### src/rtl/irq_route_pkg.sv
package irq_route_pkg;

    localparam int BANK_W = 32;
    localparam int SGI_W  = 16;

    // Bits of a private bank that may be driven from input wires.
    localparam logic [BANK_W-1:0] PRIV_LIVE = {{(BANK_W-SGI_W){1'b1}}, {SGI_W{1'b0}}};

    typedef enum logic [1:0] {
        TGT_SHARED   = 2'd0,
        TGT_PRIVATE  = 2'd1,
        TGT_RESERVED = 2'd2
    } tgt_kind_e;

    typedef struct packed {
        tgt_kind_e   kind;
        logic [7:0]  cpu;
        logic [15:0] slot;  // shared slot, or local ID inside a private bank
    } line_tgt_t;

    // Where a flat input line index lands.
    function automatic line_tgt_t decode_line(input int line, input int num_irq);
        line_tgt_t t;
        int nshr;
        int off;
        t    = '0;
        nshr = num_irq - BANK_W;
        if (line < nshr) begin
            t.kind = TGT_SHARED;
            t.slot = 16'(line);
        end else begin
            off    = line - nshr;
            t.cpu  = 8'(off / BANK_W);
            t.slot = 16'(off % BANK_W);
            t.kind = ((off % BANK_W) < SGI_W) ? TGT_RESERVED : TGT_PRIVATE;
        end
        return t;
    endfunction

endpackage

### src/rtl/irq_line_map.sv
module irq_line_map
    import irq_route_pkg::*;
#(
    parameter int NUM_IRQ = 64,
    parameter int NUM_CPU = 2
) (
    input  logic [NUM_IRQ-BANK_W+NUM_CPU*BANK_W-1:0] irq_in,
    output logic [NUM_IRQ-BANK_W-1:0]                shr_o,
    output logic [NUM_CPU*BANK_W-1:0]                prv_o,
    output logic [NUM_CPU*SGI_W-1:0]                 rsv_o
);
    localparam int NLINE = NUM_IRQ - BANK_W + NUM_CPU * BANK_W;

    for (genvar i = 0; i < NLINE; i++) begin : g_line
        localparam line_tgt_t T = decode_line(i, NUM_IRQ);
        localparam int CPU_I  = int'(T.cpu);
        localparam int SLOT_I = int'(T.slot);
        if (T.kind == TGT_SHARED) begin : g_shr
            assign shr_o[SLOT_I] = irq_in[i];
        end else if (T.kind == TGT_PRIVATE) begin : g_prv
            assign prv_o[CPU_I*BANK_W + SLOT_I] = irq_in[i];
        end else begin : g_rsv
            assign rsv_o[CPU_I*SGI_W + SLOT_I] = irq_in[i];
        end
    end

    // Reserved positions of each private bank are never wired.
    for (genvar c = 0; c < NUM_CPU; c++) begin : g_tie
        assign prv_o[c*BANK_W +: SGI_W] = '0;
    end

endmodule

### src/rtl/irq_latch_bank.sv
module irq_latch_bank #(
    parameter int               WIDTH = 32,
    parameter logic [WIDTH-1:0] LIVE  = '1
) (
    input  logic             clk,
    input  logic             rst,
    input  logic [WIDTH-1:0] lvl_in,
    input  logic [WIDTH-1:0] edge_cfg,
    input  logic [WIDTH-1:0] clr,
    output logic [WIDTH-1:0] level_o,
    output logic [WIDTH-1:0] pend_o
);
    logic [WIDTH-1:0] level_q;
    logic [WIDTH-1:0] pend_q;
    logic [WIDTH-1:0] rise;
    logic [WIDTH-1:0] pend_d;

    // Only a 0->1 change of an edge-configured line latches.
    assign rise   = lvl_in & ~level_q & edge_cfg & LIVE;
    // A set in the same cycle wins over a clear.
    assign pend_d = ((pend_q & ~clr) | rise) & LIVE;

    always_ff @(posedge clk) begin
        if (rst) begin
            level_q <= '0;
            pend_q  <= '0;
        end else begin
            level_q <= lvl_in & LIVE;
            pend_q  <= pend_d;
        end
    end

    assign level_o = level_q;
    assign pend_o  = (edge_cfg & pend_q) | (~edge_cfg & (pend_q | level_q));

endmodule

### src/rtl/irq_rsv_watch.sv
module irq_rsv_watch #(
    parameter int WIDTH = 32
) (
    input  logic             clk,
    input  logic             rst,
    input  logic [WIDTH-1:0] rsv_in,
    output logic             err_o
);
    logic [WIDTH-1:0] prev_q;
    logic             err_q;

    always_ff @(posedge clk) begin
        if (rst) begin
            prev_q <= '0;
            err_q  <= 1'b0;
        end else begin
            prev_q <= rsv_in;
            err_q  <= |(rsv_in ^ prev_q);
        end
    end

    assign err_o = err_q;

endmodule

### src/rtl/irq_line_router.sv
module irq_line_router
    import irq_route_pkg::*;
#(
    parameter int NUM_IRQ = 64,
    parameter int NUM_CPU = 2
) (
    input  logic                                     clk,
    input  logic                                     rst,
    input  logic [NUM_IRQ-BANK_W+NUM_CPU*BANK_W-1:0] irq_in,
    input  logic [NUM_IRQ-BANK_W-1:0]                shared_edge_cfg,
    input  logic [NUM_IRQ-BANK_W-1:0]                shared_clr,
    input  logic [NUM_CPU*BANK_W-1:0]                cpu_edge_cfg,
    input  logic [NUM_CPU*BANK_W-1:0]                cpu_clr,
    output logic [NUM_IRQ-BANK_W-1:0]                shared_level,
    output logic [NUM_IRQ-BANK_W-1:0]                shared_pend,
    output logic [NUM_CPU*BANK_W-1:0]                cpu_level,
    output logic [NUM_CPU*BANK_W-1:0]                cpu_pend,
    output logic                                     sgi_line_err
);
    localparam int NSHR = NUM_IRQ - BANK_W;
    localparam int NPRV = NUM_CPU * BANK_W;
    localparam int NRSV = NUM_CPU * SGI_W;

    logic [NSHR-1:0] shr_lines;
    logic [NPRV-1:0] prv_lines;
    logic [NRSV-1:0] rsv_lines;

    irq_line_map #(.NUM_IRQ(NUM_IRQ), .NUM_CPU(NUM_CPU)) u_map (
        .irq_in (irq_in),
        .shr_o  (shr_lines),
        .prv_o  (prv_lines),
        .rsv_o  (rsv_lines)
    );

    irq_latch_bank #(.WIDTH(NSHR)) u_shared (
        .clk      (clk),
        .rst      (rst),
        .lvl_in   (shr_lines),
        .edge_cfg (shared_edge_cfg),
        .clr      (shared_clr),
        .level_o  (shared_level),
        .pend_o   (shared_pend)
    );

    for (genvar c = 0; c < NUM_CPU; c++) begin : g_cpu
        irq_latch_bank #(.WIDTH(BANK_W), .LIVE(PRIV_LIVE)) u_bank (
            .clk      (clk),
            .rst      (rst),
            .lvl_in   (prv_lines[c*BANK_W +: BANK_W]),
            .edge_cfg (cpu_edge_cfg[c*BANK_W +: BANK_W]),
            .clr      (cpu_clr[c*BANK_W +: BANK_W]),
            .level_o  (cpu_level[c*BANK_W +: BANK_W]),
            .pend_o   (cpu_pend[c*BANK_W +: BANK_W])
        );
    end

    irq_rsv_watch #(.WIDTH(NRSV)) u_rsv (
        .clk    (clk),
        .rst    (rst),
        .rsv_in (rsv_lines),
        .err_o  (sgi_line_err)
    );

endmodule

### config.mk
export PLATFORM = sky130hd
export DESIGN_NAME = irq_line_router
export DESIGN_NICKNAME = d
export VERILOG_FILES = /design/src/rtl/irq_route_pkg.sv /design/src/rtl/irq_line_map.sv /design/src/rtl/irq_latch_bank.sv /design/src/rtl/irq_rsv_watch.sv /design/src/rtl/irq_line_router.sv
export SDC_FILE = /design/constraint.sdc
export NUM_CORES = 1
export LEC_CHECK = 0
export BUFFER_PORTS_ARGS = -buffer_cell sky130_fd_sc_hd__buf_4
export CAP_MARGIN = 20
export CELL_PAD_IN_SITES_DETAIL_PLACEMENT = 0
export CELL_PAD_IN_SITES_GLOBAL_PLACEMENT = 2
export CORE_MARGIN = 4
export CORE_UTILIZATION = 24
export CTS_CLUSTER_SIZE = 24
export DETAILED_ROUTE_END_ITERATION = 10
export GPL_TIMING_DRIVEN = 0
export PLACE_DENSITY_LB_ADDON = 0.3
export SLEW_MARGIN = 5
export SYNTH_ARGS = -nofsm -noshare
export SYNTH_HDL_FRONTEND = slang
export SYNTH_HIERARCHICAL = 1
export SYNTH_SLANG_ARGS = --single-unit
### constraint.sdc
create_clock -name clk -period 1.45 [get_ports clk]
set_input_delay 0.435 -clock clk [delete_from_list [all_inputs] [get_ports clk]]
set_output_delay 0.435 -clock clk [all_outputs]
set_load 0.01 [all_outputs]
== Word level (Yosys, flattened, before mapping) ==
Index checks and enable logic that the tools add are counted.
W data, S select, Z words.

* Reductions and logical operators: 1
* Bitwise logic cells: 34

{| class="wikitable"
|+ Operator list
! cell !! count
|-
| $and A32 B32 Y32 || 15
|-
| $not A32 Y32 || 9
|-
| $or A32 B32 Y32 || 9
|-
| $reduce_or A32 Y1 || 1
|-
| $xor A32 B32 Y32 || 1
|}

* Input bits: 290
* Logic and storage cells: 47
* Output and inout bits: 193
* Register bits after elaboration: 225

== Longest topological paths before layout ==
* Word-level depth: 4
* Depth in mapped cells: 5
* Gate-level depth less buffers: 4

== Hierarchy ==
The synthesis kept the hierarchy.

{| class="wikitable"
|+ By module, submodules not included
! module !! times used !! cells an instance !! area each (um2) !! sequential area each (um2)
|-
| irq_latch_bank (g_cpu[0].u_bank ...) || 2 || 164 || 1,487.7 || 640.6
|-
| irq_latch_bank (u_shared) || 1 || 263 || 2,711.4 || 1,281.2
|-
| irq_rsv_watch || 1 || 111 || 1,222.4 || 660.6
|-
| irq_line_map || 1 || 129 || 964.7 || 0.0
|}

== Worst setup path after synthesis ==
No wires, ideal clock.

* Kind: input to register
* Start point: input irq_in[33]
* End point: register u_rsv.err_q, in the netlist u_rsv/err_o
* Library setup time: 132 ps
* Required time: 1,318 ps
* Setup slack: 199 ps
* Arrival time: 1,119 ps
* Cell stages on the path: 5
* Buffers on the path: 1
* Cells stage by stage: buf_4 > xnor2_1 > nand4_1 > nor4_1 > a21oi_1

* Cells in the longest elaborated chain, start to end: 2

{| class="wikitable"
|+ Ends and longest elaborated chain
! element !! line !! text
|-
| start, declared || irq_line_router.sv:9 || <nowiki>input logic [NUM_IRQ-BANK_W+NUM_CPU*BANK_W-1:0] irq_in,</nowiki>
|-
| $xor A32 B32 Y32 || irq_rsv_watch.sv:18 || <nowiki>err_q <= |(rsv_in ^ prev_q);</nowiki>
|-
| $reduce_or A32 Y1 || irq_rsv_watch.sv:18 ||
|-
| end signal, assigned || irq_rsv_watch.sv:18 ||
|-
| end, declared || irq_rsv_watch.sv:10 || <nowiki>logic err_q;</nowiki>
|}

No other way between the ends.
A chain may end at the register's enable or synchronous reset.

== Worst setup path in the final report ==
* Start point: register u_shared.level_q[31], in the netlist u_shared/level_o[31]
* End point: output shared_pend[31]

* Cells in the longest elaborated chain, start to end: 3

{| class="wikitable"
|+ Ends and longest elaborated chain
! element !! line !! text
|-
| start, declared || irq_latch_bank.sv:13 || <nowiki>logic [WIDTH-1:0] level_q;</nowiki>
|-
| start signal, assigned || irq_latch_bank.sv:28 || <nowiki>level_q <= lvl_in & LIVE;</nowiki>
|-
| $or A32 B32 Y32 || irq_latch_bank.sv:34 || <nowiki>assign pend_o = (edge_cfg & pend_q) | (~edge_cfg & (pend_q | level_q));</nowiki>
|-
| $and A32 B32 Y32 || irq_latch_bank.sv:34 ||
|-
| $or A32 B32 Y32 || irq_latch_bank.sv:34 ||
|-
| end, declared || irq_line_router.sv:15 || <nowiki>output logic [NUM_IRQ-BANK_W-1:0] shared_pend,</nowiki>
|}

No other way between the ends.

==> impl_metrics.yaml <==
outcome:
  status: "finished, violations left"
  violations: "negative setup slack"
floorplan:
  dieHeight_um: 186.3
  fp-row-count: 65
  die_x_um: 186.3
  fp.coreArea_sq_mm: 0.03147
  die_area_sq_mm: 0.03471
  num_io_pins: 483
  start_util: 0.2424
final_layout:
  syn2layout_area_growth_pct: 56.95
  final_util: 0.3805
  seqCellArea_sq_mm: 0.003329
  nFillCells: 3308
  mostFrequentLayoutCells: "buf_4, buf_6, dfxtp_2, dfxtp_1, nor2b_1"
  diodes: 0
  nets: 1480
  fin_cells: 1605
  layout_commonest_cell: "buf_4"
  layout-drive-gt1-share: 0.5503
  stdcell_area_sq_mm: 0.01198
  multiInputGateArea_sq_mm: 0.003063
sta:
  fmax_ghz: 0.6723
  layout_min_cycle_time_ns: 1.488
  setup_violations: 49
  timing.final.ws_setup_ns: -0.03752
  skew_ns: 0.009438
  worstMarginPinSlew_ns: 0.5132
  finalHoldViolCount: 0
  slew_viol_final: 0
  min_period_over_period: 1.026
  slew_headroom: 0.6578
  tns_ns: -0.4387
  rsz0062_at_grt: "true"
drt:
  wl_per_cell_um: 14.59
  ant_nets: 0
  dr.pass1.iters: 4
  vias_per_cell: 3.728
  wl_mm: 23.41
  vias: 5984
  drc: 0
  drtIter0Drc: 183
global_route:
  grt_pass1_wl_mm: 35.50
  grt.total_usage: 0.1299
  grt_pass1_vias: 6129
  grt_max_degree: 18
  antenna_found_initial: 1
  grt-ovfl-total: 0
place:
  hpwlAfterDp_mm: 18.53
  io_buffers: 258
  placed_area_sq_mm: 0.01030
  dp_slack_ns: -0.03562
  gp_congestion: 0.7278
  place_inst: 1520
worst_setup_path:
  worstSetupEndpointType: "primary output"
  rr_startpoint: "u_rsv/prev_q[31]"
  worstPathMaxFanout: 3
  startpoint: "u_shared/level_o[31]"
  start_kind: "register"
  critical_path_class: "reg2out"
  crit_required_ns: 1.02
  crit_arrival_ns: 1.05
clocking:
  cts_max_path_buffers: 2
  cts_buffers: 17
  ctsHoldBuffers: 0
  clk_pin_slew_ns: 0.08
  cts.sinks: 161
  h-tree-depth: 4
  cts_root_buffer: "clkbuf_16"
  insertion_delay_ns: 0.42
  cts_tree: "done"
power_and_ir_drop:
  ir_worst_vdd_mv: 0.6501
  p_leak_nw: 5.960
  power_density_mw_per_mm2: 957.5
worst_hold_path:
  worstHoldStart: "irq_in[85]"
  hp-class: "in2reg"
synth:
  syn_area_sq_mm: 0.007630
  avgSynthCellArea_sq_um: 9.561
  postSynthCellCount: 798
  ys_warn_count: 6
flow_run:
  drv_cap: 0
[timing repair]
item	CTS	global route
endpoints found under the setup margin	64	112
gates resized for setup	192	55
pin swaps	3	1
buffers inserted	51	2
gates cloned	0	0
[worst max-delay path, stage by stage, from the launching register on]
cell     delay, ns
dfxtp_2       0.33
a21o_1        0.17
buf_6         0.13
[flip-flops by register name, summed over array words and instances, names as in the netlist]
name / flops
g_cpu.u_bank/level_o: 32
g_cpu.u_bank/pend_q: 32
u_rsv/prev_q: 32
u_shared/level_o: 32
u_shared/pend_q: 32
u_rsv/err_o: 1
[metrics by stage]
step,power (mW),hold slack (ns)
after floorplan,5.997,0.4444
after global placement,6.841,0.4584
after detailed placement,6.850,0.4609
after CTS,11.66,0.2034
after global routing,12.09,0.2089
final,11.47,0.2339
[layer usage]
layer / wire length, um / track usage / vias to the layer above
met5: 13 / 0 / -
met4: 372 / 0.03441 / 2
met3: 1630 / 0.04284 / 21
met2: 12130 / 0.2393 / 198
met1: 9267 / 0.1437 / 2651
li1: - / - / 3112
[path summary, 6_finish.rpt]
| check | cells after the start | slack [ns] | end |
|---|---|---|---|
| worst max-delay path | 2 | -0.04 | shared_pend[31] |
| worst min-delay path | 2 | 0.23 | g_cpu[1].u_bank/level_o[21] |
| worst max register to register | 4 | 0.26 | u_rsv/err_o |
| worst min register to register | 2 | 0.47 | g_cpu[0].u_bank/pend_q[28] |
[power by group]
group | switching (mW) | internal (mW)
logic | 0.851 | 1.42
clock network | 2.07 | 2.31
registers | 0.133 | 4.68
total | 3.06 | 8.41
[layout make-up]
cell class	instances	share of cell area
flip-flops and latches	161	0.2780
well taps	402	0.04200
multi-input cells	459	0.2558
plain buffers	176	0.1116
clock buffers	18	0.03667
clock inverters	14	0.01013
inverters	64	0.02006
repair buffers	311	0.2457
(Power assumes the default switching activity.)
